$ cat config.mk
export PLATFORM = sky130hd
export DESIGN_NAME = route_cam_unit
export DESIGN_NICKNAME = d
export VERILOG_FILES = /design/src/rtl/rcu_pkg.sv /design/src/rtl/rcu_cam_array.sv /design/src/rtl/rcu_port_table.sv /design/src/rtl/rcu_refresh.sv /design/src/rtl/rcu_prio.sv /design/src/rtl/route_cam_unit.sv
export SDC_FILE = /design/constraint.sdc
export NUM_CORES = 1
export LEC_CHECK = 0
export CAP_MARGIN = 20
export CORE_MARGIN = 2
export CORE_UTILIZATION = 50
export DETAILED_ROUTE_END_ITERATION = 8
export HOLD_SLACK_MARGIN = 0.1
export MAX_ROUTING_LAYER = met4
export PLACE_DENSITY = 0.73
export SKIP_CTS_REPAIR_TIMING = 1
export SLEW_MARGIN = 20
export SYNTH_ARGS = -nofsm -noshare
export SYNTH_HDL_FRONTEND = slang
export SYNTH_SLANG_ARGS = --single-unit
$ cat constraint.sdc
create_clock -name clk -period 3.56 [get_ports clk]
set_input_delay 0.356 -clock clk [delete_from_list [all_inputs] [get_ports clk]]
set_output_delay 0.356 -clock clk [all_outputs]
set_load 0.1 [all_outputs]
$ cat src/rtl/rcu_pkg.sv
package rcu_pkg;

    localparam int unsigned RCU_ENTRIES          = 8;
    localparam int unsigned RCU_KEY_W            = 16;
    localparam int unsigned RCU_PORTS            = 8;
    localparam int unsigned RCU_REFRESH_INTERVAL = 64;

    // Owner of the single table write port in a given cycle.
    typedef enum logic [1:0] {
        WSRC_IDLE    = 2'd0,
        WSRC_HOST    = 2'd1,
        WSRC_REFRESH = 2'd2
    } wsrc_e;

    // Index width with a floor of one bit.
    function automatic int unsigned idx_bits(input int unsigned n);
        return (n > 1) ? $clog2(n) : 1;
    endfunction

endpackage

$ cat src/rtl/rcu_cam_array.sv
module rcu_cam_array #(
    parameter int unsigned ENTRIES = rcu_pkg::RCU_ENTRIES,
    parameter int unsigned KEY_W   = rcu_pkg::RCU_KEY_W,
    parameter int unsigned IDX_W   = rcu_pkg::idx_bits(ENTRIES)
) (
    input  logic                             clk,
    input  logic                             rst,
    input  logic                             we,
    input  logic [IDX_W-1:0]                 widx,
    input  logic [KEY_W-1:0]                 wpat,
    input  logic [KEY_W-1:0]                 wmsk,
    input  logic                             wvld,
    input  logic [KEY_W-1:0]                 key,
    input  logic [IDX_W-1:0]                 ridx,
    output logic [KEY_W-1:0]                 rpat,
    output logic [KEY_W-1:0]                 rmsk,
    output logic                             rvld,
    output logic [ENTRIES-1:0]               match,
    output logic [ENTRIES-1:0]               vld_vec,
    output logic [ENTRIES*(2*KEY_W+1)-1:0]   flat
);
    localparam int unsigned SLOT_W = 2 * KEY_W + 1;

    logic [KEY_W-1:0] pat_q [ENTRIES];
    logic [KEY_W-1:0] msk_q [ENTRIES];
    logic             vld_q [ENTRIES];

    always_ff @(posedge clk) begin
        if (rst) begin
            for (int i = 0; i < int'(ENTRIES); i++) begin
                pat_q[i] <= '0;
                msk_q[i] <= '0;
                vld_q[i] <= 1'b0;
            end
        end else if (we) begin
            pat_q[widx] <= wpat;
            msk_q[widx] <= wmsk;
            vld_q[widx] <= wvld;
        end
    end

    // One comparator per entry; masked bits drop out of the compare.
    for (genvar g = 0; g < int'(ENTRIES); g++) begin : g_cmp
        logic [KEY_W-1:0] diff;
        assign diff       = (pat_q[g] ^ key) & ~msk_q[g];
        assign match[g]   = vld_q[g] && (diff == '0);
        assign vld_vec[g] = vld_q[g];
        assign flat[g*SLOT_W +: SLOT_W] = {vld_q[g], msk_q[g], pat_q[g]};
    end

    assign rpat = pat_q[ridx];
    assign rmsk = msk_q[ridx];
    assign rvld = vld_q[ridx];

endmodule

$ cat src/rtl/rcu_port_table.sv
module rcu_port_table #(
    parameter int unsigned ENTRIES = rcu_pkg::RCU_ENTRIES,
    parameter int unsigned PORT_W  = 3,
    parameter int unsigned IDX_W   = rcu_pkg::idx_bits(ENTRIES)
) (
    input  logic                        clk,
    input  logic                        rst,
    input  logic                        we,
    input  logic [IDX_W-1:0]            widx,
    input  logic [PORT_W-1:0]           wport,
    input  logic                        dflt_we,
    input  logic [PORT_W-1:0]           dflt_in,
    input  logic [IDX_W-1:0]            ridx,
    output logic [PORT_W-1:0]           rport,
    output logic [ENTRIES*PORT_W-1:0]   ports_flat,
    output logic [PORT_W-1:0]           dflt
);
    logic [PORT_W-1:0] port_q [ENTRIES];
    logic [PORT_W-1:0] dflt_q;

    always_ff @(posedge clk) begin
        if (rst) begin
            for (int i = 0; i < int'(ENTRIES); i++) begin
                port_q[i] <= '0;
            end
            dflt_q <= '0;
        end else begin
            if (we) begin
                port_q[widx] <= wport;
            end
            if (dflt_we) begin
                dflt_q <= dflt_in;
            end
        end
    end

    for (genvar g = 0; g < int'(ENTRIES); g++) begin : g_flat
        assign ports_flat[g*PORT_W +: PORT_W] = port_q[g];
    end

    assign rport = port_q[ridx];
    assign dflt  = dflt_q;

endmodule

$ cat src/rtl/rcu_refresh.sv
module rcu_refresh #(
    parameter int unsigned ENTRIES  = rcu_pkg::RCU_ENTRIES,
    parameter int unsigned INTERVAL = rcu_pkg::RCU_REFRESH_INTERVAL,
    parameter int unsigned IDX_W    = rcu_pkg::idx_bits(ENTRIES)
) (
    input  logic             clk,
    input  logic             rst,
    input  logic             host_busy,
    output logic             fire,
    output logic [IDX_W-1:0] idx
);
    localparam int unsigned CNT_W = rcu_pkg::idx_bits(INTERVAL);
    localparam logic [CNT_W-1:0] CNT_LAST = CNT_W'(INTERVAL - 1);
    localparam logic [IDX_W-1:0] IDX_LAST = IDX_W'(ENTRIES - 1);

    logic [CNT_W-1:0] cnt_q;
    logic             pend_q;
    logic [IDX_W-1:0] ptr_q;
    logic             tick;

    assign tick = (cnt_q == CNT_LAST);
    // A due rewrite waits for a cycle in which the host leaves the port free.
    assign fire = pend_q && !host_busy;
    assign idx  = ptr_q;

    always_ff @(posedge clk) begin
        if (rst) begin
            cnt_q  <= '0;
            pend_q <= 1'b0;
            ptr_q  <= '0;
        end else begin
            cnt_q <= tick ? '0 : cnt_q + 1'b1;
            if (tick) begin
                pend_q <= 1'b1;
            end else if (fire) begin
                pend_q <= 1'b0;
            end
            if (fire) begin
                ptr_q <= (ptr_q == IDX_LAST) ? '0 : ptr_q + 1'b1;
            end
        end
    end

endmodule

$ cat src/rtl/rcu_prio.sv
module rcu_prio #(
    parameter int unsigned ENTRIES = rcu_pkg::RCU_ENTRIES,
    parameter int unsigned IDX_W   = rcu_pkg::idx_bits(ENTRIES)
) (
    input  logic [ENTRIES-1:0] req,
    output logic [ENTRIES-1:0] grant,
    output logic               hit,
    output logic [IDX_W-1:0]   idx
);
    logic [ENTRIES:0] seen;

    assign seen[0] = 1'b0;
    // Lower index wins: a request is granted only if nothing below it asked.
    for (genvar g = 0; g < int'(ENTRIES); g++) begin : g_chain
        assign grant[g]  = req[g] && !seen[g];
        assign seen[g+1] = seen[g] || req[g];
    end

    assign hit = seen[ENTRIES];

    always_comb begin
        idx = '0;
        for (int i = 0; i < int'(ENTRIES); i++) begin
            if (grant[i]) begin
                idx = idx | IDX_W'(i);
            end
        end
    end

endmodule

$ cat src/rtl/route_cam_unit.sv
module route_cam_unit #(
    parameter int unsigned ENTRIES          = rcu_pkg::RCU_ENTRIES,
    parameter int unsigned KEY_W            = rcu_pkg::RCU_KEY_W,
    parameter int unsigned PORTS            = rcu_pkg::RCU_PORTS,
    parameter int unsigned REFRESH_INTERVAL = rcu_pkg::RCU_REFRESH_INTERVAL,
    localparam int unsigned IDX_W           = rcu_pkg::idx_bits(ENTRIES),
    localparam int unsigned PORT_W          = rcu_pkg::idx_bits(PORTS)
) (
    input  logic              clk,
    input  logic              rst,
    input  logic              lk_valid,
    input  logic [KEY_W-1:0]  lk_key,
    input  logic              wr_en,
    input  logic [IDX_W-1:0]  wr_idx,
    input  logic [KEY_W-1:0]  wr_pattern,
    input  logic [KEY_W-1:0]  wr_mask,
    input  logic              wr_valid,
    input  logic [PORT_W-1:0] wr_port,
    input  logic              dflt_wr_en,
    input  logic [PORT_W-1:0] dflt_port,
    output logic              res_valid,
    output logic              res_hit,
    output logic [IDX_W-1:0]  res_index,
    output logic [PORT_W-1:0] res_port
);
    import rcu_pkg::*;

    localparam int unsigned SLOT_W = 2 * KEY_W + 1;

    typedef struct packed {
        logic                      v;
        logic [ENTRIES-1:0]        m;
        logic [ENTRIES*PORT_W-1:0] ports;
        logic [PORT_W-1:0]         dflt;
    } stage1_t;

    typedef struct packed {
        logic              v;
        logic              hit;
        logic [IDX_W-1:0]  idx;
        logic [PORT_W-1:0] port;
    } result_t;

    // ---------------- shared write port ----------------
    wsrc_e             wsrc;
    logic              rf_fire;
    logic [IDX_W-1:0]  rf_idx;
    logic              tbl_we;
    logic [IDX_W-1:0]  tbl_widx;
    logic [KEY_W-1:0]  tbl_wpat;
    logic [KEY_W-1:0]  tbl_wmsk;
    logic              tbl_wvld;
    logic [PORT_W-1:0] tbl_wport;

    logic [KEY_W-1:0]  rd_pat;
    logic [KEY_W-1:0]  rd_msk;
    logic              rd_vld;
    logic [PORT_W-1:0] rd_port;

    always_comb begin
        if (wr_en) begin
            wsrc = WSRC_HOST;
        end else if (rf_fire) begin
            wsrc = WSRC_REFRESH;
        end else begin
            wsrc = WSRC_IDLE;
        end
    end

    always_comb begin
        tbl_we    = 1'b0;
        tbl_widx  = wr_idx;
        tbl_wpat  = wr_pattern;
        tbl_wmsk  = wr_mask;
        tbl_wvld  = wr_valid;
        tbl_wport = wr_port;
        unique case (wsrc)
            WSRC_HOST: begin
                tbl_we = 1'b1;
            end
            WSRC_REFRESH: begin
                tbl_we    = 1'b1;
                tbl_widx  = rf_idx;
                tbl_wpat  = rd_pat;
                tbl_wmsk  = rd_msk;
                tbl_wvld  = rd_vld;
                tbl_wport = rd_port;
            end
            default: begin
                tbl_we = 1'b0;
            end
        endcase
    end

    rcu_refresh #(
        .ENTRIES (ENTRIES),
        .INTERVAL(REFRESH_INTERVAL),
        .IDX_W   (IDX_W)
    ) u_refresh (
        .clk      (clk),
        .rst      (rst),
        .host_busy(wr_en),
        .fire     (rf_fire),
        .idx      (rf_idx)
    );

    // ---------------- storage ----------------
    logic [ENTRIES-1:0]         cam_match;
    logic [ENTRIES-1:0]         ent_valid;
    logic [ENTRIES*SLOT_W-1:0]  cam_flat;
    logic [ENTRIES*PORT_W-1:0]  port_flat;
    logic [PORT_W-1:0]          dflt_cur;

    rcu_cam_array #(
        .ENTRIES(ENTRIES),
        .KEY_W  (KEY_W),
        .IDX_W  (IDX_W)
    ) u_cam (
        .clk    (clk),
        .rst    (rst),
        .we     (tbl_we),
        .widx   (tbl_widx),
        .wpat   (tbl_wpat),
        .wmsk   (tbl_wmsk),
        .wvld   (tbl_wvld),
        .key    (lk_key),
        .ridx   (rf_idx),
        .rpat   (rd_pat),
        .rmsk   (rd_msk),
        .rvld   (rd_vld),
        .match  (cam_match),
        .vld_vec(ent_valid),
        .flat   (cam_flat)
    );

    rcu_port_table #(
        .ENTRIES(ENTRIES),
        .PORT_W (PORT_W),
        .IDX_W  (IDX_W)
    ) u_ports (
        .clk       (clk),
        .rst       (rst),
        .we        (tbl_we),
        .widx      (tbl_widx),
        .wport     (tbl_wport),
        .dflt_we   (dflt_wr_en),
        .dflt_in   (dflt_port),
        .ridx      (rf_idx),
        .rport     (rd_port),
        .ports_flat(port_flat),
        .dflt      (dflt_cur)
    );

    // ---------------- stage 1: compare + port snapshot ----------------
    stage1_t s1_q;
    logic    s1_valid;

    always_ff @(posedge clk) begin
        if (rst) begin
            s1_q <= '0;
        end else begin
            s1_q.v     <= lk_valid;
            s1_q.m     <= lk_valid ? cam_match : '0;
            s1_q.ports <= port_flat;
            s1_q.dflt  <= dflt_cur;
        end
    end

    assign s1_valid = s1_q.v;

    // ---------------- stage 2: resolve + select ----------------
    logic [ENTRIES-1:0] s2_grant;
    logic               s2_hit;
    logic [IDX_W-1:0]   s2_idx;
    result_t            res_d;
    result_t            res_q;

    rcu_prio #(
        .ENTRIES(ENTRIES),
        .IDX_W  (IDX_W)
    ) u_prio (
        .req  (s1_q.m),
        .grant(s2_grant),
        .hit  (s2_hit),
        .idx  (s2_idx)
    );

    always_comb begin
        res_d.v    = s1_q.v;
        res_d.hit  = s1_q.v && s2_hit;
        res_d.idx  = res_d.hit ? s2_idx : '0;
        res_d.port = res_d.hit ? s1_q.ports[s2_idx*PORT_W +: PORT_W] : s1_q.dflt;
    end

    always_ff @(posedge clk) begin
        if (rst) begin
            res_q <= '0;
        end else begin
            res_q <= res_d;
        end
    end

    assign res_valid = res_q.v;
    assign res_hit   = res_q.hit;
    assign res_index = res_q.idx;
    assign res_port  = res_q.port;

endmodule

Yosys cells after proc, flatten, opt, wreduce, memory -nomap -nowiden
Memories as Yosys holds them, arrays and structs flattened. A register that Yosys moved wholly into a read port is not among the register bits.
Cells that the tools add are included.
Storage, ports and cells
  register bits: 33
  memory bits (writable): 288
  bits of input ports: 63
  output and inout port bits: 8
  logic and storage cells: 142
  memories kept: 4
Memory list
  u_cam.msk_q: depth 8, bits a word 16, rd ports 9, clocked after Yosys merged registers in 1, write ports 8, line rcu_cam_array.sv:25  | logic [KEY_W-1:0] msk_q [ENTRIES];
  u_cam.pat_q: depth 8, bits a word 16, rd ports 9, clocked after Yosys merged registers in 1, write ports 8, line rcu_cam_array.sv:24  | logic [KEY_W-1:0] pat_q [ENTRIES];
  u_ports.port_q: depth 8, bits a word 3, rd ports 9, clocked after Yosys merged registers in 9, write ports 8, line rcu_port_table.sv:18  | logic [PORT_W-1:0] port_q [ENTRIES];
  u_cam.vld_q: depth 8, bits a word 1, rd ports 9, clocked after Yosys merged registers in 1, write ports 8, line rcu_cam_array.sv:26  | logic vld_q [ENTRIES];
Operators by class
  $add $sub $neg: 2
  multiply operators: 1
  equality and inequality tests: 4
  shifts and indexed selects: 1
  mux-type cells: 44
  bitwise operators: 26
  reduce and logical (&&, ||, !) cells: 49
Operator list (number)
  $and 16x16->16: 8
  $logic_not 16->1: 8
  $not 16->16: 8
  $xor 16x16->16: 8
  $mux 16: 4
  $mux 3: 21
  $reduce_or 16->1: 2
  $shiftx 24x6->3: 1
  $logic_and 1x1->1: 17
  $mux 1: 15
  $logic_not 1->1: 8
  $mux 2: 4
  $reduce_or 2->1: 4
  $logic_or 1x1->1: 7
  $add 6x1->6 const B: 1
  $eq 6x6->1 const B: 1
  $mul 3x2->5 const B: 1
  $add 3x1->3 const B: 1
  $eq 3x3->1 const B: 1
  $reduce_or 3->1: 1
  $eq 2x1->1 const B: 1
  $eq 2x2->1 const B: 1
  $not 1->1: 2
  $reduce_bool 2->1: 1
  $reduce_or 1->1: 1

Longest topological paths before layout
Gate-level depths: netlist of run 1.
  depth in word-level cells: 12
  mapped depth: 8
  mapped depth without buffers: 5

Modules after synthesis
From an unflattened synthesis of run 1, not the netlist that was laid out.
Second synthesis, totals
  cells, all modules: 1263
  area total of the unflattened synthesis: 17485.5 um^2
Modules (own cells, without submodules)
  rcu_cam_array: times used 1, cells an instance 948, area an instance 13763.2 um^2, sequential area each 7927.6 um^2
  route_cam_unit: times used 1, cells an instance 159, area an instance 1880.6 um^2, sequential area each 880.8 um^2
  rcu_port_table: times used 1, cells an instance 91, area an instance 1283.7 um^2, sequential area each 780.7 um^2
  rcu_refresh: times used 1, cells an instance 41, area an instance 411.6 um^2, sequential area each 200.2 um^2
  rcu_prio: times used 1, cells an instance 24, area an instance 146.4 um^2, sequential area each 0.0 um^2

Least setup slack after synthesis of run 1
Ideal clock, no wire load.
  kind: input -> register
  start point: input wr_en
  end point: memory u_cam.msk_q[1][0] (netlist bit) (enable)
  library setup time: 0.394 ns
  arrival: 2.154 ns
  required time: 3.166 ns
  path slack: 1.012 ns
  cell stages on the path: 6
  path buffers: 2
  cells stage by stage: nand2b_1 buf_2 o31ai_1 nand2_1 clkbuf_1 nand2_1
RTL lines
  start: declaration: line route_cam_unit.sv:13  | input logic wr_en,
  end: declaration: line rcu_cam_array.sv:25

==> results.cfg, run 1 <==
[outcome]
status = finished, final reports clean

[detailed_routing]
vias_per_cell = 6.13
drt_iter0_drc = 1299
vias = 11145
drt_drc_violations_left = 0
ant_nets = 0
drt_wl_total_um = 46100
wl_per_cell_um = 25.3
dr.pass1.iters = 7

[worst_setup_path]
cp_slowest_stage_delay_ns = 0.68
crit_path_max_fanout = 72
critPathCaptureType = register
path_buf_inv = 1
critPathArrivalTime_ns = 2.73
cpMostUsedCell = nor2_1
cp_slowest_cell = mux4_1
critical_path_required_ns = 3.82
reg2reg_depth = 6
crit_chain = buf_12 -> mux4_1 -> mux2i_1 -> nor2_1 -> a21oi_2 -> nor2_1
path_depth = 6
criticalPathCategory = reg -> reg
crit_family = multiplexers
start_kind = register

[clock_tree]
h-tree-depth = 2
ctsLongestPathBuffers = 3
clk_pin_slew_ns = 0.06
cts_tree = yes
cts_buffers = 37
cts-root-buf = clkbuf_16
cts.sinks = 348
clkLatencyLatePin_ns = 0.53

[synth]
synthCells = 1279
syn_area_sq_um = 16800
synth-seq-cells = 348
avgSynthCellArea_sq_um = 13.1
synth_enable_flop_cells = 288
synth_area_leaders = edfxtp_1 52%, nor2_1 8.0%, dfxtp_1 7.2%
synth_top_area_share_pct = 51.6
ys_warn_count = 0
syn-num-nets = 1345
yosys.area.top_type = edfxtp_1
synthFlopType = edfxtp_1
yosysSeqAreaShare_pct = 58.8
yosys.cell_types.count = 44
synth-async-reset-ratio_pct = 0

[placement]
pre_cts_ws_ns = 0.955
place.detailed.hpwl_um = 29500
portBuffers = 70
place_congestion = 0.901

[global_route]
grt_util_all_layers_pct = 27.1
grt_pass1_vias = 11171
grt_pass1_wl_um = 69000
antenna_found_initial = 0
grt_max_degree = 73
gr-total-overflow = 0

[pwr]
vdd_drop_max_mv = 0.381
powerDensity_nw_per_um2 = 494
power_w = 0.00949
p_leak_nw = 6.30

[worst_hold_path]
holdCritPathClass = reg -> reg
whs_path_depth = 1
min_from = u_refresh.cnt_q[0]

[timing]
setup_viol = 0
hold_ws_ns = 0.450
tightest_slew_ns = 0.977
hold_viol_final = 0
slew_headroom_pct = 34.7
finClkSkew_ns = 0.0248
drv_slew = 0
rsz0062_at_grt = false
fmax_mhz = 406
worst_slack_ns = 1.09
finalSetupTns_ns = 0
period_minus_slack_ns = 2.47
post-route-period-util_pct = 69.3

[finish]
synthToLayoutAreaGrowth_pct = 14.8
design.final.nets = 1407
regArea_sq_um = 9860
fill_cells = 2616
antenna_cells = 0
multi_input_area_sq_um = 6500
drive_gt1_share_pct = 13.6

[die]
ios = 71
dieArea_sq_um = 35000
die_h_um = 187
dieWidth_um = 187
fp.coreArea_sq_um = 33300
rows = 67
start_util_pct = 50.4

[job]
maxCapViolCount = 0
-- per-stage QoR --
stage | util, % | instances | cell area [sq um]
after floorplan | - | 1279 | 16800
after global placement | 54.0 | 1750 | 18000
after detailed placement | 54.0 | 1750 | 18000
after CTS | 57.8 | 1818 | 19200
after global routing | 57.8 | 1818 | 19200
final | 57.8 | 1818 | 19200
-- routing by layer --
layer / vias to the layer above / share of wire [%] / track usage, %
met5: - / 0 / -
met4: 0 / 3.8 / 10.0
met3: 123 / 9.3 / 4.73
met2: 667 / 48 / 43.4
met1: 5575 / 39 / 34.8
li1: 4780 / - / -
-- power breakdown --
part	internal, W	switching [W]	total [W]
logic	0.000331	0.000465	0.000796
registers	0.00461	0.000131	0.00474
clock network	0.00237	0.00158	0.00395
total	0.00731	0.00218	0.00949
-- cell type report --
class                           instances  area share [%]
Clock buffer                           60            6.01
Clock inverter                          8           0.488
Inverter                               12           0.234
Multi-Input combinational cell        843            33.8
Sequential cell                       348            51.3
Tap cell                              448            2.91
Timing Repair Buffer                   99            5.30
-- layout by cell type, fill, tap and decap left out, types with 10 or more instances in the layout --
cell type        instances
dfxtp_1                 57
mux2i_1                 47
nand2_1                 16
edfxtp_1               288
clkdlybuf4s50_1         70
xnor2_1                131
clkbuf_16               40
clkbuf_1                12
mux4_2                  53
buf_4                   21
o21ai_0                 10
o22ai_1                 50
nor4_1                  11
inv_1                   12
mux4_1                  19
a21oi_4                 34
a21oi_1                 12
nor2_1                 359
nor2b_1                 30
-- path summary, 6_finish.rpt --
| check | end | slack (ns) |
|---|---|---|
| min | u_refresh.cnt_q[0] | 0.45 |
| max reg2reg | u_cam.msk_q[7][15] | 1.09 |
| min reg2reg | u_refresh.cnt_q[0] | 0.45 |
| max | u_cam.msk_q[7][15] | 1.09 |
-- cell usage after synthesis (4+ instances only) --
master and number:
o2111ai_1 8, buf_2 26, mux4_2 53, nor2b_1 30, edfxtp_1 288, dfxtp_1 60
mux2i_1 47, nor4_1 11, inv_1 12, nor2_1 359, nand2_1 24, o21ai_0 10
a21oi_1 12, buf_6 7, a21oi_4 34, nand2b_1 4, xnor2_1 131, o22a_1 6
a31oi_1 6, mux4_1 19, o22ai_1 50, clkbuf_1 36, o211ai_1 7
-- flip-flops by register name, indices dropped and copies added, names as in the netlist, named ones only --
signal / flops
res_hit: 1
u_cam.msk_q: 128
u_cam.vld_q: 8
s1_valid: 1
u_refresh.pend_q: 1
res_valid: 1
u_refresh.idx: 3
s1_q: 35
u_ports.dflt: 3
u_ports.port_q: 24
u_cam.pat_q: 128
u_refresh.cnt_q: 6
res_index: 3
res_port: 3
-- cells by family (layout without fill, tap and decap cells) --
| family | Yosys count | in the layout | synth area share, % |
|---|---|---|---|
| AO/OA/AOI/OAI | 139 | 139 | 7.39 |
| XOR/XNOR | 132 | 132 | 6.90 |
| adder cells (fa/ha/maj) | 3 | 3 | 0.224 |
| AND/OR/NAND/NOR | 450 | 450 | 11.2 |
| buffers and inverters | 88 | 179 | 2.61 |
| flip-flops | 348 | 348 | 58.8 |
| multiplexers | 119 | 119 | 12.9 |
Note: power is estimated with default switching activity, not from simulation.
==> run 2, diff against run 1 <==
PLACE_DENSITY = 0.75   (was 0.73)
clock period = 2.1 ns   (was 3.56 ns; I/O delays follow)
==> run 2 against run 1 <==
Against the previous run: the flow now finishes with violations (negative setup slack); design area grew 4.9%; setup slack got worse by 1.2 ns; global-route usage up 1.4 points; combinational power increased by 85%; critical endpoint is now u_cam.pat_q[5][6]; largest power group unchanged.
==> results.cfg, run 2 (same netlist as run 1, synthesis figures left out) <==
[die]
dieWidth_um = 187
start_util_pct = 50.4
die_h_um = 187
rows = 67
ios = 71
dieArea_sq_um = 35000
fp.coreArea_sq_um = 33300

[finish]
final_cell_mix = 355 x nor2_1, 288 x edfxtp_1, 131 x xnor2_1
drive_gt1_share_pct = 20.8
final_util_pct = 60.6
layout_commonest_cell = nor2_1
synthToLayoutAreaGrowth_pct = 20.4
design.final.nets = 1504
largest_registers = u_cam.msk_q: 128 flops, u_cam.pat_q: 128 flops, s1_q: 35 flops
fill_cells = 2499

[global_route]
grt_max_degree = 34
grt_pass1_wl_um = 71600
antenna_found_initial = 1
grt_util_all_layers_pct = 28.5
grt_pass1_vias = 11732
gr-total-overflow = 0

[clock_tree]
cts-root-buf = clkbuf_16
h-tree-depth = 2
cts.sinks = 348
clk_pin_slew_ns = 0.07
clkLatencyLatePin_ns = 0.54
cts_buffers = 38
cts_tree = yes
ctsLongestPathBuffers = 3

[timing]
rsz0062_at_grt = true
drv_slew = 0
post-route-period-util_pct = 103
slew_headroom_pct = 63.0
setup_viol = 61
tightest_slew_ns = 0.553
period_minus_slack_ns = 2.16
worst_slack_ns = -0.0570
finClkSkew_ns = 0.0181
hold_viol_final = 0
fmax_mhz = 464
finalSetupTns_ns = -1.64

[worst_setup_path]
start_kind = register
cp-endpoint = u_cam.pat_q[5][6]
worstReg2RegEnd = u_cam.pat_q[5][6]
crit_path_max_fanout = 14
rrSetupSlack_ns = -0.06
critPathCaptureType = register
reg2reg_depth = 7
critPathArrivalTime_ns = 2.43
critical_path_required_ns = 2.37
criticalPathCategory = reg -> reg

[pwr]
p_leak_nw = 6.85
power_w = 0.0160
vdd_drop_max_mv = 0.748
powerDensity_nw_per_um2 = 794

[outcome]
violations = negative setup slack
status = finished with violations

[placement]
portBuffers = 70
pre_cts_ws_ns = -0.0822
place_congestion = 0.934
place.detailed.hpwl_um = 33000

[detailed_routing]
vias = 11692
dr.pass1.iters = 5
drt_drc_violations_left = 0
drt_iter0_drc = 1374
wl_per_cell_um = 25.4
vias_per_cell = 6.10
drt_wl_total_um = 48700
ant_nets = 0

[worst_hold_path]
holdCritPathClass = in -> reg

[job]
maxCapViolCount = 0
==> run 2: cell types whose count changed in the layout (fill, tap and decap cells not counted), sizes merged <==
| cell | previous run | this run |
|---|---|---|
| buf | 29 | 133 |
| clkdlybuf4s50 | 70 | 62 |
| clkinv | 4 | 11 |
| clkbuf | 60 | 56 |
| bufinv | 2 | 1 |
| clkinvlp | 1 | 0 |
| diode | 0 | 1 |
==> run 2: worst max-delay path: stages (launching register included) <==
cell and delay (ns):
dfxtp_4 0.46, buf_12 0.19, buf_12 0.12, mux4_2 0.49, mux2i_1 0.17, nor2_1 0.09
a21oi_4 0.27, nor2_1 0.08
==> run 2: layout make-up <==
type                    count  area (sq um)  area share (%)
diodes                      1          2.50          0.0124
repair buffers            195          2010            9.97
inverters                  12          45.0           0.223
multi-input cells         843          6510            32.2
flip-flops and latches    348          9860            48.9
clock buffers              56          1100            5.46
clock inverters            13          91.3           0.453
well taps                 448           561            2.78
==> run 2: metrics by stage <==
stage	instance area (sq um)	hold slack, ns	std cells
after floorplan	16800	0.352	1279
after global placement	18800	0.429	1826
after detailed placement	18800	0.444	1826
after CTS	20000	0.303	1895
after global routing	20200	0.343	1916
final	20200	0.297	1916
==> run 2: how the worst min path moves through the flow <==
stage / depth (start not counted) / startpoint / to
detailed placement: 1 / u_refresh.cnt_q[0] / u_refresh.cnt_q[0]
floorplan: 2 / wr_en / u_refresh.pend_q
CTS: 3 / dflt_port[2] / u_ports.dflt[2]
global placement: 1 / u_refresh.cnt_q[0] / u_refresh.cnt_q[0]
finish: 3 / dflt_port[2] / u_ports.dflt[2]
global route: 3 / dflt_port[0] / u_ports.dflt[0]
==> run 2: layer usage <==
layer | global-route usage, % | vias to the layer above | wire length (um)
met1 | 35.3 | 5792 | 18000
met3 | 6.89 | 131 | 5470
met5 | - | - | 0
met4 | 13.5 | 0 | 2190
met2 | 44.4 | 802 | 23100
li1 | - | 4967 | -
==> run 2: where the power goes <==
group / internal [W] / switching (W)
Sequential: 0.00782 / 0.000239
Clock: 0.00376 / 0.00273
Combinational: 0.000644 / 0.000829
Total: 0.0122 / 0.00380
==> run 3, diff against run 2 <==
PLACE_DENSITY = 0.77   (was 0.75)
==> run 3 against run 2 <==
Against the previous run: the flow still finishes with violations (negative setup slack); setup slack got worse by 0.058 ns; combinational power hardly changed; global-route usage down 0.42 points; hold slack gained 0.016 ns; sequential share of layout area about the same; clock-buffer cell count shrank 3; total power barely moved; cell count fell by 0.68%; sequential cell count stayed put; design area about the same; first-iteration DRC count up 8.5%; critical endpoint is now u_cam.pat_q[6][12]; highest routed layer unchanged.
==> results.cfg, run 3 (same netlist as run 1, synthesis figures left out) <==
[worst_setup_path]
cp_slowest_stage_delay_ns = 0.54
reg2reg_depth = 8
start_kind = register
crit_chain = buf_12 -> buf_8 -> clkbuf_16 -> mux4_2 -> mux2i_1 -> nor2_1 -> a21oi_4 -> nor2_1
worstReg2RegEnd = u_cam.pat_q[6][12]
critPathCaptureType = register
critPathArrivalTime_ns = 2.48
critical_path_required_ns = 2.36
cpMostUsedCell = nor2_1
criticalPathCategory = reg -> reg
cp_slowest_cell = mux4_2
crit_path_max_fanout = 8
rrSetupSlack_ns = -0.11

[die]
dieWidth_um = 187
die_h_um = 187
rows = 67
start_util_pct = 50.4
ios = 71
fp.coreArea_sq_um = 33300
dieArea_sq_um = 35000

[detailed_routing]
vias = 11636
drt_drc_violations_left = 0
dr.pass1.iters = 5
drt_iter0_drc = 1491
drt_wl_total_um = 48900
wl_per_cell_um = 25.7
ant_nets = 0
vias_per_cell = 6.11

[worst_hold_path]
whs_path_depth = 3
min_from = dflt_port[2]
min_to = u_ports.dflt[2]
holdCritPathClass = in -> reg

[global_route]
grt_util_all_layers_pct = 28.1
antenna_found_initial = 1
grt_pass1_wl_um = 70700
grt_max_degree = 37
grt_pass1_vias = 11674
gr-total-overflow = 0

[clock_tree]
cts.sinks = 348
clk_pin_slew_ns = 0.06
clkLatencyLatePin_ns = 0.53
h-tree-depth = 2
cts-root-buf = clkbuf_16
cts_tree = yes
cts_buffers = 38
ctsLongestPathBuffers = 3

[placement]
place_congestion = 0.971
place.detailed.hpwl_um = 32600
portBuffers = 70

[pwr]
p_leak_nw = 6.79
powerDensity_nw_per_um2 = 795
vdd_drop_max_mv = 0.512

[finish]
largest_registers = u_cam.msk_q: 128 flops, u_cam.pat_q: 128 flops, s1_q: 35 flops
final_cell_mix = 343 x nor2_1, 288 x edfxtp_1, 131 x xnor2_1
layout_commonest_cell = nor2_1
synthToLayoutAreaGrowth_pct = 20.3
design.final.nets = 1491
drive_gt1_share_pct = 21.1
final_util_pct = 60.6

[timing]
drv_slew = 0
setup_viol = 138
slew_headroom_pct = 62.6
worst_slack_ns = -0.115
rsz0062_at_grt = true
hold_ws_ns = 0.312
fmax_mhz = 452
tightest_slew_ns = 0.560
period_minus_slack_ns = 2.21
finClkSkew_ns = 0.0132
hold_viol_final = 0
post-route-period-util_pct = 105

[job]
maxCapViolCount = 0

[outcome]
violations = negative setup slack
status = finished with violations
## run 3: cell types whose count changed in the layout (fill, tap and decap cells not counted), sizes merged
cell | previous run | this run
buf | 133 | 117
clkinv | 11 | 13
clkinvlp | 0 | 1
## run 3: stage by stage
step                instances  cell area (sq um)  total power (W)  setup TNS [ns]  setup WS, ns
finish                   1903              20200           0.0160           -5.98        -0.115
global route             1903              20200           0.0164          -18.45        -0.177
CTS                      1885              19900           0.0160           -1.79       -0.0739
detailed placement       1816              18700          0.00961          -0.252       -0.0267
global placement         1816              18700          0.00957        -0.00138      -0.00138
floorplan                1279              16800          0.00889          -70.50        -0.321
## run 3: final cells by class
type | instances | area [sq um]
Tap cell | 448 | 561
Clock inverter | 16 | 116
Sequential cell | 348 | 9860
Timing Repair Buffer | 182 | 1970
Inverter | 12 | 45.0
Fill cell | 2480 | 13100
Multi-Input combinational cell | 843 | 6510
Clock buffer | 53 | 1090
Antenna cell | 1 | 2.50
## run 3: how the worst max path moves through the flow
| stage | cells past startpoint | from | end | slack, ns |
|---|---|---|---|---|
| floorplan | 7 | u_refresh.pend_q | u_cam.msk_q[4][0] | -0.32 |
| global placement | 6 | register | u_cam.msk_q[5][1] | -0.001 |
| detailed placement | 6 | register | u_cam.msk_q[2][1] | -0.03 |
| CTS | 6 | register | u_cam.msk_q[4][6] | -0.07 |
| global route | 8 | register | u_cam.pat_q[6][12] | -0.18 |
| finish | 8 | register | u_cam.pat_q[6][12] | -0.11 |
## run 3: critical path: cells and delay by family (launching register included)
family | cells | cell delay (ns)
AO/OA/AOI/OAI | 1 | 0.24
buffers and inverters | 3 | 0.45
flip-flops | 1 | 0.39
multiplexers | 2 | 0.71
AND/OR/NAND/NOR | 2 | 0.16
## run 3: layer usage
layer	track usage (%)	vias up	wire length, um
met2	44.4	797	23400
met1	33.4	5721	17200
met5	-	-	0
met3	7.67	171	5720
li1	-	4947	-
met4	13.6	0	2540
## run 3: report_power, final
group	internal, W	total [W]	leakage (nW)	switching (W)
registers	0.00782	0.00805	3.36	0.000233
clock network	0.00377	0.00649	0.594	0.00272
logic	0.000646	0.00148	2.83	0.000830
total	0.0122	0.0160	6.79	0.00378
